==> config.mk <==
export PLATFORM = sky130hd
export DESIGN_NAME = gpio_apb_irq
export DESIGN_NICKNAME = d
export VERILOG_FILES = /design/src/rtl/gpio_apb_pkg.sv /design/src/rtl/gpio_sync2.sv /design/src/rtl/gpio_pin_irq.sv /design/src/rtl/gpio_regs.sv /design/src/rtl/gpio_apb_irq.sv
export SDC_FILE = /design/constraint.sdc
export NUM_CORES = 1
export LEC_CHECK = 0
export BUFFER_PORTS_ARGS = -buffer_cell sky130_fd_sc_hd__buf_4
export CAP_MARGIN = 20
export CORE_MARGIN = 2
export CORE_UTILIZATION = 63
export DETAILED_ROUTE_END_ITERATION = 16
export PLACE_DENSITY_LB_ADDON = 0.12
export SYNTH_ARGS = -nofsm -noshare
export SYNTH_HDL_FRONTEND = slang
export SYNTH_SLANG_ARGS = --single-unit
==> constraint.sdc <==
create_clock -name clk_i -period 5.56 [get_ports clk_i]
set_input_delay 1.112 -clock clk_i [delete_from_list [all_inputs] [get_ports clk_i]]
set_output_delay 1.112 -clock clk_i [all_outputs]
set_load 0.03 [all_outputs]
==> src/rtl/gpio_apb_pkg.sv <==
package gpio_apb_pkg;
  localparam int unsigned DATA_W = 32;

  // word index = paddr[5:2]
  typedef enum logic [3:0] {
    SEL_MK_IN   = 4'h0,
    SEL_MK_OUT  = 4'h1,
    SEL_SET_ST  = 4'h2,
    SEL_CLR_PND = 4'h3,
    SEL_IEN     = 4'h4,
    SEL_ITYPE   = 4'h5,
    SEL_IPOL    = 4'h6,
    SEL_IBOTH   = 4'h7,
    SEL_ICLR    = 4'h8
  } reg_sel_e;
endpackage

==> src/rtl/gpio_sync2.sv <==
module gpio_sync2 #(
  parameter int unsigned W = 32
) (
  input  logic         clk_i,
  input  logic         rst_ni,
  input  logic [W-1:0] d_i,
  output logic [W-1:0] q_o
);
  logic [W-1:0] s1_q, s2_q;

  always_ff @(posedge clk_i or negedge rst_ni) begin
    if (!rst_ni) begin
      s1_q <= '0;
      s2_q <= '0;
    end else begin
      s1_q <= d_i;
      s2_q <= s1_q;
    end
  end

  assign q_o = s2_q;
endmodule

==> src/rtl/gpio_pin_irq.sv <==
module gpio_pin_irq (
  input  logic clk_i,
  input  logic rst_ni,
  input  logic sync_i,
  input  logic en_i,
  input  logic edge_mode_i,
  input  logic pol_i,
  input  logic both_i,
  input  logic clr_i,
  output logic pend_o,
  output logic latch_o
);
  logic prev_q, latch_q;
  logic rise, fall, hit, level_act;

  assign rise      = sync_i & ~prev_q;
  assign fall      = ~sync_i & prev_q;
  assign hit       = en_i & edge_mode_i & (both_i ? (rise | fall) : (pol_i ? rise : fall));
  assign level_act = pol_i ? sync_i : ~sync_i;

  always_ff @(posedge clk_i or negedge rst_ni) begin
    if (!rst_ni) begin
      prev_q  <= 1'b0;
      latch_q <= 1'b0;
    end else begin
      prev_q  <= sync_i;
      // a fresh edge wins over a simultaneous clear
      latch_q <= hit | (latch_q & ~clr_i);
    end
  end

  assign pend_o  = en_i & (edge_mode_i ? latch_q : level_act);
  assign latch_o = latch_q;
endmodule

==> src/rtl/gpio_regs.sv <==
module gpio_regs
  import gpio_apb_pkg::*;
#(
  parameter int unsigned N      = 32,
  parameter int unsigned ADDR_W = 6
) (
  input  logic              clk_i,
  input  logic              rst_ni,
  input  logic              psel_i,
  input  logic              penable_i,
  input  logic              pwrite_i,
  input  logic [ADDR_W-1:0] paddr_i,
  input  logic [N-1:0]      wdata_i,
  input  logic [N-1:0]      state_i,
  input  logic [N-1:0]      pend_i,
  output logic [DATA_W-1:0] rdata_o,
  output logic [N-1:0]      oe_o,
  output logic [N-1:0]      out_o,
  output logic [N-1:0]      ien_o,
  output logic [N-1:0]      itype_o,
  output logic [N-1:0]      ipol_o,
  output logic [N-1:0]      iboth_o,
  output logic [N-1:0]      iclr_o
);
  localparam int unsigned SEL_W = ADDR_W - 2;

  logic [SEL_W-1:0] sel;
  logic             wr;
  logic [N-1:0]     oe_q, out_q, ien_q, itype_q, ipol_q, iboth_q;
  logic [N-1:0]     rd_n;
  logic             unused_addr;

  assign sel         = paddr_i[ADDR_W-1:2];
  assign wr          = psel_i & penable_i & pwrite_i;
  assign unused_addr = ^paddr_i[1:0];

  always_ff @(posedge clk_i or negedge rst_ni) begin
    if (!rst_ni) begin
      oe_q    <= '0;
      out_q   <= '0;
      ien_q   <= '0;
      itype_q <= '0;
      ipol_q  <= '0;
      iboth_q <= '0;
    end else if (wr) begin
      case (sel)
        SEL_MK_IN:   oe_q    <= oe_q & ~wdata_i;
        SEL_MK_OUT:  oe_q    <= oe_q | wdata_i;
        SEL_SET_ST:  out_q   <= out_q | wdata_i;
        SEL_CLR_PND: out_q   <= out_q & ~wdata_i;
        SEL_IEN:     ien_q   <= wdata_i;
        SEL_ITYPE:   itype_q <= wdata_i;
        SEL_IPOL:    ipol_q  <= wdata_i;
        SEL_IBOTH:   iboth_q <= wdata_i;
        default: ;
      endcase
    end
  end

  assign iclr_o = (wr && sel == SEL_W'(SEL_ICLR)) ? wdata_i : '0;

  always_comb begin
    case (sel)
      SEL_MK_IN, SEL_MK_OUT: rd_n = oe_q;
      SEL_SET_ST:            rd_n = state_i;
      SEL_CLR_PND:           rd_n = pend_i;
      SEL_IEN:               rd_n = ien_q;
      SEL_ITYPE:             rd_n = itype_q;
      SEL_IPOL:              rd_n = ipol_q;
      SEL_IBOTH:             rd_n = iboth_q;
      default:               rd_n = '0;
    endcase
    rdata_o       = '0;
    rdata_o[N-1:0] = psel_i ? rd_n : '0;
  end

  assign oe_o    = oe_q;
  assign out_o   = out_q;
  assign ien_o   = ien_q;
  assign itype_o = itype_q;
  assign ipol_o  = ipol_q;
  assign iboth_o = iboth_q;
endmodule

==> src/rtl/gpio_apb_irq.sv <==
module gpio_apb_irq
  import gpio_apb_pkg::*;
#(
  parameter int unsigned N      = 32,
  parameter int unsigned ADDR_W = 6
) (
  input  logic              clk_i,
  input  logic              rst_ni,
  input  logic              psel_i,
  input  logic              penable_i,
  input  logic              pwrite_i,
  input  logic [ADDR_W-1:0] paddr_i,
  input  logic [DATA_W-1:0] pwdata_i,
  output logic [DATA_W-1:0] prdata_o,
  output logic              pready_o,
  input  logic [N-1:0]      pad_in_i,
  output logic [N-1:0]      pad_out_o,
  output logic [N-1:0]      pad_oe_o,
  output logic              irq_o
);
  logic [N-1:0] sync_w, pend_w, latch_w;
  logic [N-1:0] ien_w, itype_w, ipol_w, iboth_w, iclr_w;

  gpio_sync2 #(.W(N)) i_sync (
    .clk_i  (clk_i),
    .rst_ni (rst_ni),
    .d_i    (pad_in_i),
    .q_o    (sync_w)
  );

  gpio_regs #(.N(N), .ADDR_W(ADDR_W)) i_regs (
    .clk_i     (clk_i),
    .rst_ni    (rst_ni),
    .psel_i    (psel_i),
    .penable_i (penable_i),
    .pwrite_i  (pwrite_i),
    .paddr_i   (paddr_i),
    .wdata_i   (pwdata_i[N-1:0]),
    .state_i   (sync_w),
    .pend_i    (pend_w),
    .rdata_o   (prdata_o),
    .oe_o      (pad_oe_o),
    .out_o     (pad_out_o),
    .ien_o     (ien_w),
    .itype_o   (itype_w),
    .ipol_o    (ipol_w),
    .iboth_o   (iboth_w),
    .iclr_o    (iclr_w)
  );

  for (genvar g = 0; g < N; g++) begin : g_pin
    gpio_pin_irq i_pin (
      .clk_i       (clk_i),
      .rst_ni      (rst_ni),
      .sync_i      (sync_w[g]),
      .en_i        (ien_w[g]),
      .edge_mode_i (itype_w[g]),
      .pol_i       (ipol_w[g]),
      .both_i      (iboth_w[g]),
      .clr_i       (iclr_w[g]),
      .pend_o      (pend_w[g]),
      .latch_o     (latch_w[g])
    );
  end

  assign irq_o    = |pend_w;
  assign pready_o = 1'b1;
endmodule

[Yosys cells after proc, flatten, opt, wreduce, memory -nomap -nowiden]
Index checks and enable logic that the tools add are counted.
Storage, ports and cells
  word-level logic and storage cells: 584
  bits in registers: 320
  output and inout bits: 98
  input port bits: 75
Operators by class
  reductions and logical operators: 12
  multiplexer cells: 133
  eq/ne operators: 8
  bitwise operators: 359
Operator list (count)
  32-bit one-hot mux with 7 select lines: 1
  1-bit bitwise AND: 194
  1-bit 2-to-1 mux: 128
  32-bit one-hot mux with 2 select lines: 2
  1-bit inverter: 96
  32-bit bitwise AND: 2
  32-bit 2-to-1 mux: 2
  1-bit bitwise OR: 64
  32-bit bitwise OR: 2
  32-bit inverter: 1
  32-bit OR reduction: 1
  4-bit by 3-bit == test with 1-bit output (second input constant): 4
  2-bit AND reduction: 6
  4-bit by 2-bit == test with 1-bit output (second input constant): 2
  4-bit by 1-bit == test with 1-bit output (second input constant): 1
  4-bit == test (second input constant): 1
  4-bit logical NOT: 1
  2-bit nonzero test: 2
  2-bit OR reduction: 1
  1-bit logical AND: 1

[Depth between registers and ports, before layout]
Gate-level depths: netlist of run 1.
  depth in word-level cells: 7
  gate-level depth with buffers: 8
  mapped depth without buffers: 6

[Hierarchy]
A second synthesis of run 1 with hierarchy kept.
Unflattened totals
  cell total of the unflattened synthesis: 1366
  area total of the unflattened synthesis: 15741.3 um^2
By module, submodules not included
  gpio_regs: area an instance 9609.2 um^2, instances 1, cells an instance 809, seq. area each 4804.6 um^2
  gpio_pin_irq: area an instance 138.9 um^2, instances 32, cells an instance 15, seq. area each 50.0 um^2
  gpio_sync2: area an instance 1601.5 um^2, instances 1, cells an instance 64, seq. area each 1601.5 um^2
  gpio_apb_irq: area an instance 86.3 um^2, instances 1, cells an instance 13, seq. area each 0.0 um^2

[Worst setup path before layout of run 1]
No wires, ideal clock.
  kind: input to output
  start: input paddr_i[2]
  end: output prdata_o[10]
  stages on the path: 8
  buffers on the path: 4
  data required time: 4.448 ns
  arrival time: 2.828 ns
  path slack: 1.620 ns
  cells stage by stage: buf_2 -> and2_1 -> buf_2 -> and2_1 -> clkbuf_1 -> clkbuf_1 -> a22oi_1 -> a31oi_1
On the way
  longest elaborated chain between the ends: 4
  elaborated cells between the ends (all ways): 11
  classes of those cells: eq/ne (7); mux (2); reduce/logical (2)
RTL lines
  start, declared: RTL line gpio_apb_irq.sv:12  | input logic [ADDR_W-1:0] paddr_i,
  4-bit by 1-bit == test with 1-bit output or 4-bit logical NOT (tied branches): RTL line gpio_regs.sv:63  | case (sel)
  2-bit OR reduction: RTL line gpio_regs.sv:63
  32-bit one-hot mux with 7 select lines (*): RTL line gpio_regs.sv:63
  32-bit 2-to-1 mux (*): RTL line gpio_regs.sv:74  | rdata_o[N-1:0] = psel_i ? rd_n : '0;
  end, declared: RTL line gpio_apb_irq.sv:14  | output logic [DATA_W-1:0] prdata_o,
Mark *: on every way between the ends. The rest lies on a longest branch, timed or not.

[Worst setup path in the final report of run 1]
  start: input paddr_i[2]
  end: output prdata_o[0]
Same word-level chain as after synthesis.

==> results of run 1 <==
-- cells in the mapped netlist (all sizes together) --
cell type / n
or2: 1
nor4: 10
nor4b: 2
a221oi: 32
clkbuf: 38
a22o: 32
nor2: 4
o21ai: 32
ha: 64
nand2b: 34
conb: 1
nand3: 33
dfrtp: 320
a32o: 32
and2: 2
inv: 67
nand2: 97
nor3: 1
a31oi: 64
xor2: 32
a211oi: 32
nand4: 2
nor2b: 33
nor3b: 2
buf: 24
and3b: 2
mux2: 160
a22oi: 32
a21oi: 64
-- power breakdown --
part           internal, µW  switching [µW]
Combinational           443             534
Sequential             2630             279
Clock                  1360             888
-- kinds of logic after synthesis --
kind of cell               after synthesis
other                                    1
and+or+nand+nor                        223
xor gates and xnor gates                32
AOI/OAI and AO/OA                      320
DFF                                    320
buffers and inverters                  129
adders and majority gates               64
muxes                                  160
-- worst paths after layout --
path                                 start                       to  slack (ps)  depth (start not counted)
min                        i_sync.s1_q[10]           i_sync.q_o[10]         340                          0
max in group asynchronous           rst_ni                async pin        3660                          2
min in group asynchronous           rst_ni           i_sync.s1_q[4]         640                          1
max reg2reg                 i_sync.q_o[13]  g_pin[13].i_pin.latch_o        4000                          6
min reg2reg                i_sync.s1_q[10]           i_sync.q_o[10]         340                          0
max                             paddr_i[2]              prdata_o[0]         850                          8
-- per-layer routing --
| metal | wire [µm] | vias up |
|---|---|---|
| met5 | 0 | - |
| met4 | 877 | 0 |
| met3 | 2617 | 73 |
| met2 | 18210 | 446 |
| met1 | 15870 | 5606 |
| li1 | - | 4924 |
-- stage by stage --
stage | instances | hold WS [ps] | area [µm²]
after CTS | 1757 | 348.4 | 17600
after floorplan | 1249 | 331.2 | 14820
after global placement | 1699 | 331.6 | 16500
after global routing | 1757 | 351.6 | 17600
final | 1758 | 344.9 | 17610
after detailed placement | 1699 | 335.8 | 16500
-- cell usage in the layout, fill, tap and decap left out, types with 5 or more instances in the layout --
master / count
a32o_1: 32
a22o_1: 32
nand3_1: 33
xor2_1: 32
ha_1: 64
a31oi_1: 64
nand2b_1: 33
buf_4: 189
a22oi_1: 32
clkbuf_1: 10
a211oi_1: 32
mux2_1: 44
a21oi_1: 64
mux2_2: 116
clkbuf_16: 37
a221oi_1: 32
nor4_1: 8
clkinv_2: 5
nand2_1: 97
o21ai_0: 32
nor2b_1: 33
inv_1: 66
dfrtp_1: 320
-- final cells by class --
class,instances,share of cell area [%]
Timing Repair Buffer,193,8.485
Multi-Input combinational cell,800,36.06
Tap cell,319,2.267
Antenna cell,1,0.01421
Sequential cell,320,45.48
Clock inverter,7,0.4832
Clock buffer,51,5.785
Inverter,67,1.428
==> results.sh, run 1 <==
export IMPL_first_pass_iters=6
export IMPL_postRouteAntennaNets=0
export IMPL_num_nets_final=1556
export IMPL_core_um2=23260
export IMPL_multi_input_area_um2=6349
export IMPL_cp_max_fo=38
export IMPL_grt_pass1_wl_um=58780
export IMPL_pin_count=173
export IMPL_antenna_found_initial=0
export IMPL_vias_per_cell=6.285
export IMPL_grt_pass1_vias=10840
export IMPL_crit_chain="buf_4, and2_2, buf_4, and2_2, buf_4, a22oi_1, a31oi_1, buf_4"
export IMPL_fin_skew_ps=10.81
export IMPL_min_path_type="flip-flop to flip-flop"
export IMPL_power_total_uw=6132
export IMPL_met2_usage_pct=49.70
export IMPL_synthCells=1249
export IMPL_fmax_ghz=0.2121
export IMPL_crit_slowest_cell="buf_4"
export IMPL_fill_cells=1530
export IMPL_drc_errors=0
export IMPL_startpoint_type="primary input"
export IMPL_wl_um=37570
export IMPL_leakagePower_uw=0.008188
export IMPL_die_width_um=157.4
export IMPL_synth_compound_area_share_pct=15.13
export IMPL_yosys_warnings=0
export IMPL_drive_gt1_share_pct=26.08
export IMPL_syn_nets=1388
export IMPL_cts_tree="built"
export IMPL_cts_root_buffer="clkbuf_16"
export IMPL_synthToLayoutAreaGrowth_pct=18.82
export IMPL_worst_ep_arrival_time_ps=3600
export IMPL_seq_area_um2=8008
export IMPL_synth_top_family_by_area="compound AO/OA/AOI/OAI gates"
export IMPL_max_cap_violations=0
export IMPL_place_congestion=0.8396
export IMPL_synth_mux_area_share_pct=12.16
export IMPL_synth_top_cell_area_share_pct=54.04
export IMPL_yosys_register_bits=320
export IMPL_cts_made_buffers=35
export IMPL_cts_resized=0
export IMPL_num_rows=56
export IMPL_io_buffers=169
export IMPL_pre_cts_slack_ps=914.7
export IMPL_synth_simple_area_share_pct=7.709
export IMPL_outcome="finished, final reports clean"
export IMPL_cp_end_kind="primary output"
export IMPL_wl_per_cell_um=21.37
export IMPL_synthXorXnorAreaFrac_pct=1.891
export IMPL_slew_violations=0
export IMPL_grt_overflow_total=0
export IMPL_clk_pin_slew_ps=60
export IMPL_grt_max_degree=121
export IMPL_fin_crit_sh_pct=84.78
export IMPL_groute_layer_met1_usage_pct=42.42
export IMPL_met3_usage_pct=5.204
export IMPL_cp_top_family="buffers and inverters"
export IMPL_dieArea_um2=24760
export IMPL_path_class="primary input to primary output"
export IMPL_via_count=11050
export IMPL_hold_buffers=0
export IMPL_ys_types=35
export IMPL_drtIter0Drc=887
export IMPL_yosys_area_share_adder_pct=5.404
export IMPL_yosys_area_top_type="dfrtp_1"
export IMPL_ir_drop_mv=0.2245
export IMPL_synth_area_um2=14820
export IMPL_tns_ps=0
export IMPL_dp_hpwl_um=23080
export IMPL_timing_critical_path_mode_cell="buf_4"
export IMPL_required_ps=4450
export IMPL_critical_path_buf_inv_count=4
export IMPL_h_tree_depth=2
export IMPL_syn_area_per_cell_um2=11.86
export IMPL_rsz0062_at_grt="no"
export IMPL_yosysSeqAreaShare_pct=54.04
export IMPL_finalWorstSetupSlack_ps=846.1
export IMPL_die_h_um=157.4
export IMPL_cts_sinks=320
export IMPL_worst_pin_slew_ps=1037
export IMPL_synth_area_top_cells="dfrtp_1, mux2_2, ha_1, mux2_1, a31oi_1"
export IMPL_worstSkewPairLatency_ps=510
export IMPL_slowest_delay_ps=460
export IMPL_busiest_layer="met2"
export IMPL_initial_core_util_pct=63.70
export IMPL_setup_viol=0
export IMPL_slew_headroom_pct=30.84
export IMPL_period_minus_slack_ps=4714
export IMPL_hold_viol=0
export IMPL_power_density_nw_per_um2=348.3
export IMPL_cts_setup_buffers=0
export IMPL_fin_util_pct=75.69
export IMPL_clockBufferDepth=3
export IMPL_grtUsageTotal_pct=30.69
Note: power is estimated with default switching activity, not from simulation.
==> run 2: changes to the inputs <==
--- a/config.mk
+++ b/config.mk
@@ -8,7 +8,7 @@
 export BUFFER_PORTS_ARGS = -buffer_cell sky130_fd_sc_hd__buf_4
 export CAP_MARGIN = 20
 export CORE_MARGIN = 2
-export CORE_UTILIZATION = 63
+export CORE_UTILIZATION = 59
 export DETAILED_ROUTE_END_ITERATION = 16
 export PLACE_DENSITY_LB_ADDON = 0.12
 export SYNTH_ARGS = -nofsm -noshare
==> constraint.sdc (replaced) <==
create_clock -name clk_i -period 4.4 [get_ports clk_i]
set_input_delay 0.88 -clock clk_i [delete_from_list [all_inputs] [get_ports clk_i]]
set_output_delay 0.88 -clock clk_i [all_outputs]
set_load 0.03 [all_outputs]
==> run 2 against run 1 <==
  * Global-route usage fell by 2.1 points
  * Non-clock buffer count rose by 11
  * Sequential power rose by 26%
  * Clock skew barely moved
  * Count of clock-buffer cells in the layout stayed put
  * Clock power grew 39%
  * Routed wire length decreased by 0.38%
==> results.sh, run 2 (synthesis results as in run 1) <==
export IMPL_io_buffers=169
export IMPL_cts_tree="built"
export IMPL_via_count=10950
export IMPL_path_class="primary input to primary output"
export IMPL_synthToLayoutAreaGrowth_pct=20.51
export IMPL_dp_hpwl_um=23630
export IMPL_grt_pass1_wl_um=58890
export IMPL_instances_no_fill=1779
export IMPL_p_sw_uw=2171
export IMPL_antenna_found_initial=1
export IMPL_first_pass_iters=5
export IMPL_grtUsageTotal_pct=28.64
export IMPL_clockBufferDepth=3
export IMPL_drc_errors=0
export IMPL_worstSkewPairLatency_ps=510
export IMPL_grt_pass1_vias=10900
export IMPL_grt_max_degree=106
export IMPL_initial_core_util_pct=60.57
export IMPL_power_total_uw=8034
export IMPL_worst_hold_slack_ps=337.1
export IMPL_cp_max_fo=20
export IMPL_slew_violations=0
export IMPL_swShare_pct=27.02
export IMPL_die_width_um=162.5
export IMPL_hold_viol=0
export IMPL_min_path_type="flip-flop to flip-flop"
export IMPL_combPwrFrac_pct=15.4
export IMPL_pre_cts_slack_ps=580.6
export IMPL_num_rows=57
export IMPL_seq_power_share_pct=45.8
export IMPL_grt_overflow_total=0
export IMPL_rsz0062_at_grt="no"
export IMPL_dieArea_um2=26400
export IMPL_num_nets_final=1567
export IMPL_die_h_um=162.5
export IMPL_cts_root_buffer="clkbuf_16"
export IMPL_clock_power_share_pct=38.8
export IMPL_fill_cells=1749
export IMPL_drtIter0Drc=803
export IMPL_final_cell_mix="dfrtp_1, buf_4, mux2_2, nand2_1, inv_1"
export IMPL_worst_ep_arrival_time_ps=3080
export IMPL_period_minus_slack_ps=3962
export IMPL_hold_buffers=0
export IMPL_place_congestion=0.8396
export IMPL_h_tree_depth=2
export IMPL_final_common_cell="dfrtp_1"
export IMPL_drive_gt1_share_pct=27.12
export IMPL_leakagePower_uw=0.008322
export IMPL_seq_area_um2=8008
export IMPL_pin_count=173
export IMPL_startpoint_type="primary input"
export IMPL_ir_drop_mv=0.5315
export IMPL_cts_sinks=320
export IMPL_finalWorstSetupSlack_ps=438.4
export IMPL_wl_um=37430
export IMPL_tns_ps=0
export IMPL_slew_headroom_pct=30.15
export IMPL_required_ps=3520
export IMPL_cts_setup_buffers=0
export IMPL_wl_per_cell_um=21.04
export IMPL_multi_input_area_um2=6347
export IMPL_fin_crit_sh_pct=90.04
export IMPL_cts_made_buffers=35
export IMPL_outcome="finished, final reports clean"
export IMPL_clk_pin_slew_ps=60
export IMPL_postRouteAntennaNets=0
export IMPL_cts_resized=0
export IMPL_place_inst=1715
export IMPL_core_um2=24460
export IMPL_fin_skew_ps=11.04
export IMPL_p_int_uw=5863
export IMPL_vias_per_cell=6.153
export IMPL_cp_end_kind="primary output"
export IMPL_max_cap_violations=0
export IMPL_setup_viol=0
export IMPL_worst_pin_slew_ps=1048
export IMPL_fmax_ghz=0.2524
export IMPL_power_density_nw_per_um2=449.9
-- run 2: path summary, 6_finish.rpt --
check                                 from                     end  slack, ps  cells after the start
max                             paddr_i[4]             prdata_o[0]        440                      7
min                        i_sync.s1_q[12]          i_sync.q_o[12]        340                      0
max reg2reg                  i_sync.q_o[9]  g_pin[9].i_pin.latch_o       2850                      6
min reg2reg                i_sync.s1_q[12]          i_sync.q_o[12]        340                      0
max in group asynchronous           rst_ni               async pin       2940                      2
min in group asynchronous           rst_ni  g_pin[4].i_pin.latch_o        390                      1
-- run 2: area by class of cell --
cell class / count / area share (%)
Antenna cell: 2 / 0.02803
Multi-Input combinational cell: 800 / 35.55
Timing Repair Buffer: 204 / 8.899
Tap cell: 324 / 2.270
Clock buffer: 51 / 5.984
Inverter: 67 / 1.408
Clock inverter: 11 / 1.023
Sequential cell: 320 / 44.84
-- run 2: power groups by stage --
stage	registers, µW	clock network (µW)	logic [µW]
final	3680	3120	1240
after global routing	3730	3290	1340
after CTS	3670	3170	1250
after detailed placement	3720	0	1240
after global placement	3700	0	1200
after floorplan	3820	0	575
-- run 2: worst max-delay path, cell delays in order --
cell	delay (ps)
buf_4	170
nor2b_1	290
and3b_2	690
buf_4	310
a22oi_1	90
a31oi_1	390
buf_4	250
-- run 2: per-stage QoR --
| step | area, µm² | utilization [%] |
|---|---|---|
| 3_5_place_dp | 16600 | 67.86 |
| 4_1_cts | 17850 | 72.98 |
| 6_report | 17860 | 73.00 |
| 3_3_place_gp | 16600 | 67.86 |
| 2_1_floorplan | 14820 | - |
| 5_1_grt | 17850 | 72.98 |
-- run 2: metal layers --
layer / vias to the layer above / GRT usage [%] / share of wire (%)
met5: - / 0 / 0
met4: 0 / 9.252 / 2.2
met3: 67 / 4.609 / 7.1
met2: 397 / 47.60 / 49
met1: 5556 / 38.93 / 42
li1: 4926 / - / -
==> run 3: changes to the inputs <==
--- a/config.mk
+++ b/config.mk
@@ -5,12 +5,14 @@
 export SDC_FILE = /design/constraint.sdc
 export NUM_CORES = 1
 export LEC_CHECK = 0
+export ABC_CLOCK_PERIOD_IN_PS = 4400
 export BUFFER_PORTS_ARGS = -buffer_cell sky130_fd_sc_hd__buf_4
 export CAP_MARGIN = 20
 export CORE_MARGIN = 2
 export CORE_UTILIZATION = 59
 export DETAILED_ROUTE_END_ITERATION = 16
-export PLACE_DENSITY_LB_ADDON = 0.12
+export PLACE_DENSITY = 0.81
+export SETUP_SLACK_MARGIN = 0.02
 export SYNTH_ARGS = -nofsm -noshare
 export SYNTH_HDL_FRONTEND = slang
 export SYNTH_SLANG_ARGS = --single-unit
==> run 3 against run 2 <==
  * Register-to-register slack better by 20 ps
  * Clock skew decreased by 5.5 ps
  * Critical path type unchanged
  * Sequential cell count unchanged
  * Combinational power barely moved
  * First-iteration DRC count increased by 25%
==> results.sh, run 3 (synthesis results as in run 1) <==
export IMPL_outcome="finished, final reports clean"
export IMPL_drive_gt1_share_pct=26.49
export IMPL_slowest_delay_ps=450
export IMPL_h_tree_depth=2
export IMPL_pre_cts_slack_ps=522.0
export IMPL_dp_hpwl_um=24240
export IMPL_worstReg2RegEnd="g_pin[17].i_pin.latch_o"
export IMPL_grt_pass1_vias=11270
export IMPL_pin_count=173
export IMPL_grt_pass1_wl_um=60540
export IMPL_path_class="primary input to primary output"
export IMPL_crit_slowest_cell="buf_4"
export IMPL_slew_headroom_pct=33.04
export IMPL_cts_tree="built"
export IMPL_place_congestion=0.8379
export IMPL_via_count=11100
export IMPL_finalWorstSetupSlack_ps=457.4
export IMPL_fmax_ghz=0.2536
export IMPL_hold_viol=0
export IMPL_slew_violations=0
export IMPL_num_rows=57
export IMPL_r2r_start="i_sync.q_o[17]"
export IMPL_tns_ps=0
export IMPL_cts_root_buffer="clkbuf_16"
export IMPL_insertedDiodeCount=0
export IMPL_wl_per_cell_um=21.67
export IMPL_startpoint="paddr_i[2]"
export IMPL_postRouteAntennaNets=0
export IMPL_antenna_found_initial=0
export IMPL_cts_setup_buffers=0
export IMPL_period_minus_slack_ps=3943
export IMPL_crit_chain="buf_4, and2_2, and2_1, buf_4, a22oi_1, a31oi_1, buf_4"
export IMPL_cp_end_kind="primary output"
export IMPL_r2r_slack_ps=2870
export IMPL_clockBufferDepth=3
export IMPL_instances_no_fill=1766
export IMPL_cts_sinks=320
export IMPL_fin_crit_sh_pct=89.60
export IMPL_grt_overflow_total=0
export IMPL_min_path_type="primary input to async pin"
export IMPL_grt_max_degree=94
export IMPL_initial_core_util_pct=60.57
export IMPL_worst_ep_arrival_time_ps=3060
export IMPL_startpoint_type="primary input"
export IMPL_leakagePower_uw=0.008229
export IMPL_core_um2=24460
export IMPL_worst_pin_slew_ps=1004
export IMPL_num_nets_final=1561
export IMPL_cts_resized=0
export IMPL_clk_pin_slew_ps=60
export IMPL_final_common_cell="dfrtp_1"
export IMPL_required_ps=3520
export IMPL_dieArea_um2=26400
export IMPL_worstSkewPairLatency_ps=510
export IMPL_reg2regPathDepth=6
export IMPL_worstSetupEndpoint="prdata_o[16]"
export IMPL_wl_um=38260
export IMPL_die_h_um=162.5
export IMPL_die_width_um=162.5
export IMPL_io_buffers=169
export IMPL_vias_per_cell=6.287
export IMPL_hold_buffers=0
export IMPL_max_cap_violations=0
export IMPL_place_inst=1710
export IMPL_cts_made_buffers=34
export IMPL_fin_util_pct=72.25
export IMPL_power_density_nw_per_um2=438.6
export IMPL_synthToLayoutAreaGrowth_pct=19.28
export IMPL_drc_errors=0
export IMPL_timing_critical_path_mode_cell="buf_4"
export IMPL_setup_viol=0
export IMPL_rsz0062_at_grt="no"
export IMPL_grtUsageTotal_pct=29.41
export IMPL_first_pass_iters=7
export IMPL_ir_drop_mv=0.3277
export IMPL_cp_max_fo=38
export IMPL_final_cell_mix="dfrtp_1, buf_4, mux2_2, nand2_1, inv_1"
export IMPL_drtIter0Drc=1001
export IMPL_fin_skew_ps=5.576
## run 3: changes by cell type in the layout (fill, tap and decap cells not counted), sizes merged
cell      change
clkinvlp      -1
clkinv        +2
buf           -5
bufinv        -3
clkbuf        -4
diode         -2
## run 3: critical path, delay by kind of cell
family | cells | cell delay (ps)
compound gates | 2 | 480
simple gates | 2 | 680
buf+inv | 3 | 1010
## run 3: worst min path at each step
stage | start | endpoint | cells past startpoint | slack (ps)
after CTS | i_sync.s1_q[4] | i_sync.q_o[4] | 0 | 350
after global routing | i_sync.s1_q[4] | i_sync.q_o[4] | 0 | 350
after detailed placement | i_sync.s1_q[15] | i_sync.q_o[15] | 0 | 330
final | rst_ni | i_sync.q_o[6] | 1 | 320
after global placement | i_sync.s1_q[27] | i_sync.q_o[27] | 0 | 330
after floorplan | i_sync.s1_q[0] | i_sync.q_o[0] | 0 | 330
## run 3: routing by layer
layer | part of all wire (%) | GRT usage, %
met1 | 40 | 39.67
met2 | 48 | 47.72
met3 | 8.2 | 5.399
met4 | 3.6 | 11.58
met5 | 0 | 0
## run 3: power breakdown
group          switching [µW]  leakage [µW]  internal [µW]
clock network            1120      0.000547           1700
logic                     677       0.00360            562
registers                 362       0.00408           3320
total                    2160       0.00823           5590
## run 3: layout make-up
cell class                      instances  area, µm²
Sequential cell                       320       8008
Fill cell                            1647       6788
Multi-Input combinational cell        800       6347
Timing Repair Buffer                  199       1564
Clock buffer                           47       1003
Tap cell                              324      405.4
Inverter                               67      251.5
Clock inverter                          9      95.09
## run 3: metrics by stage
step / hold WS [ps] / area, µm² / total power [µW]
finish: 321.0 / 17670 / 7753
CTS: 347.7 / 17670 / 7793
global placement: 331.5 / 16580 / 4888
global route: 348.5 / 17670 / 8080
detailed placement: 334.7 / 16580 / 4955
floorplan: 331.2 / 14820 / 4399
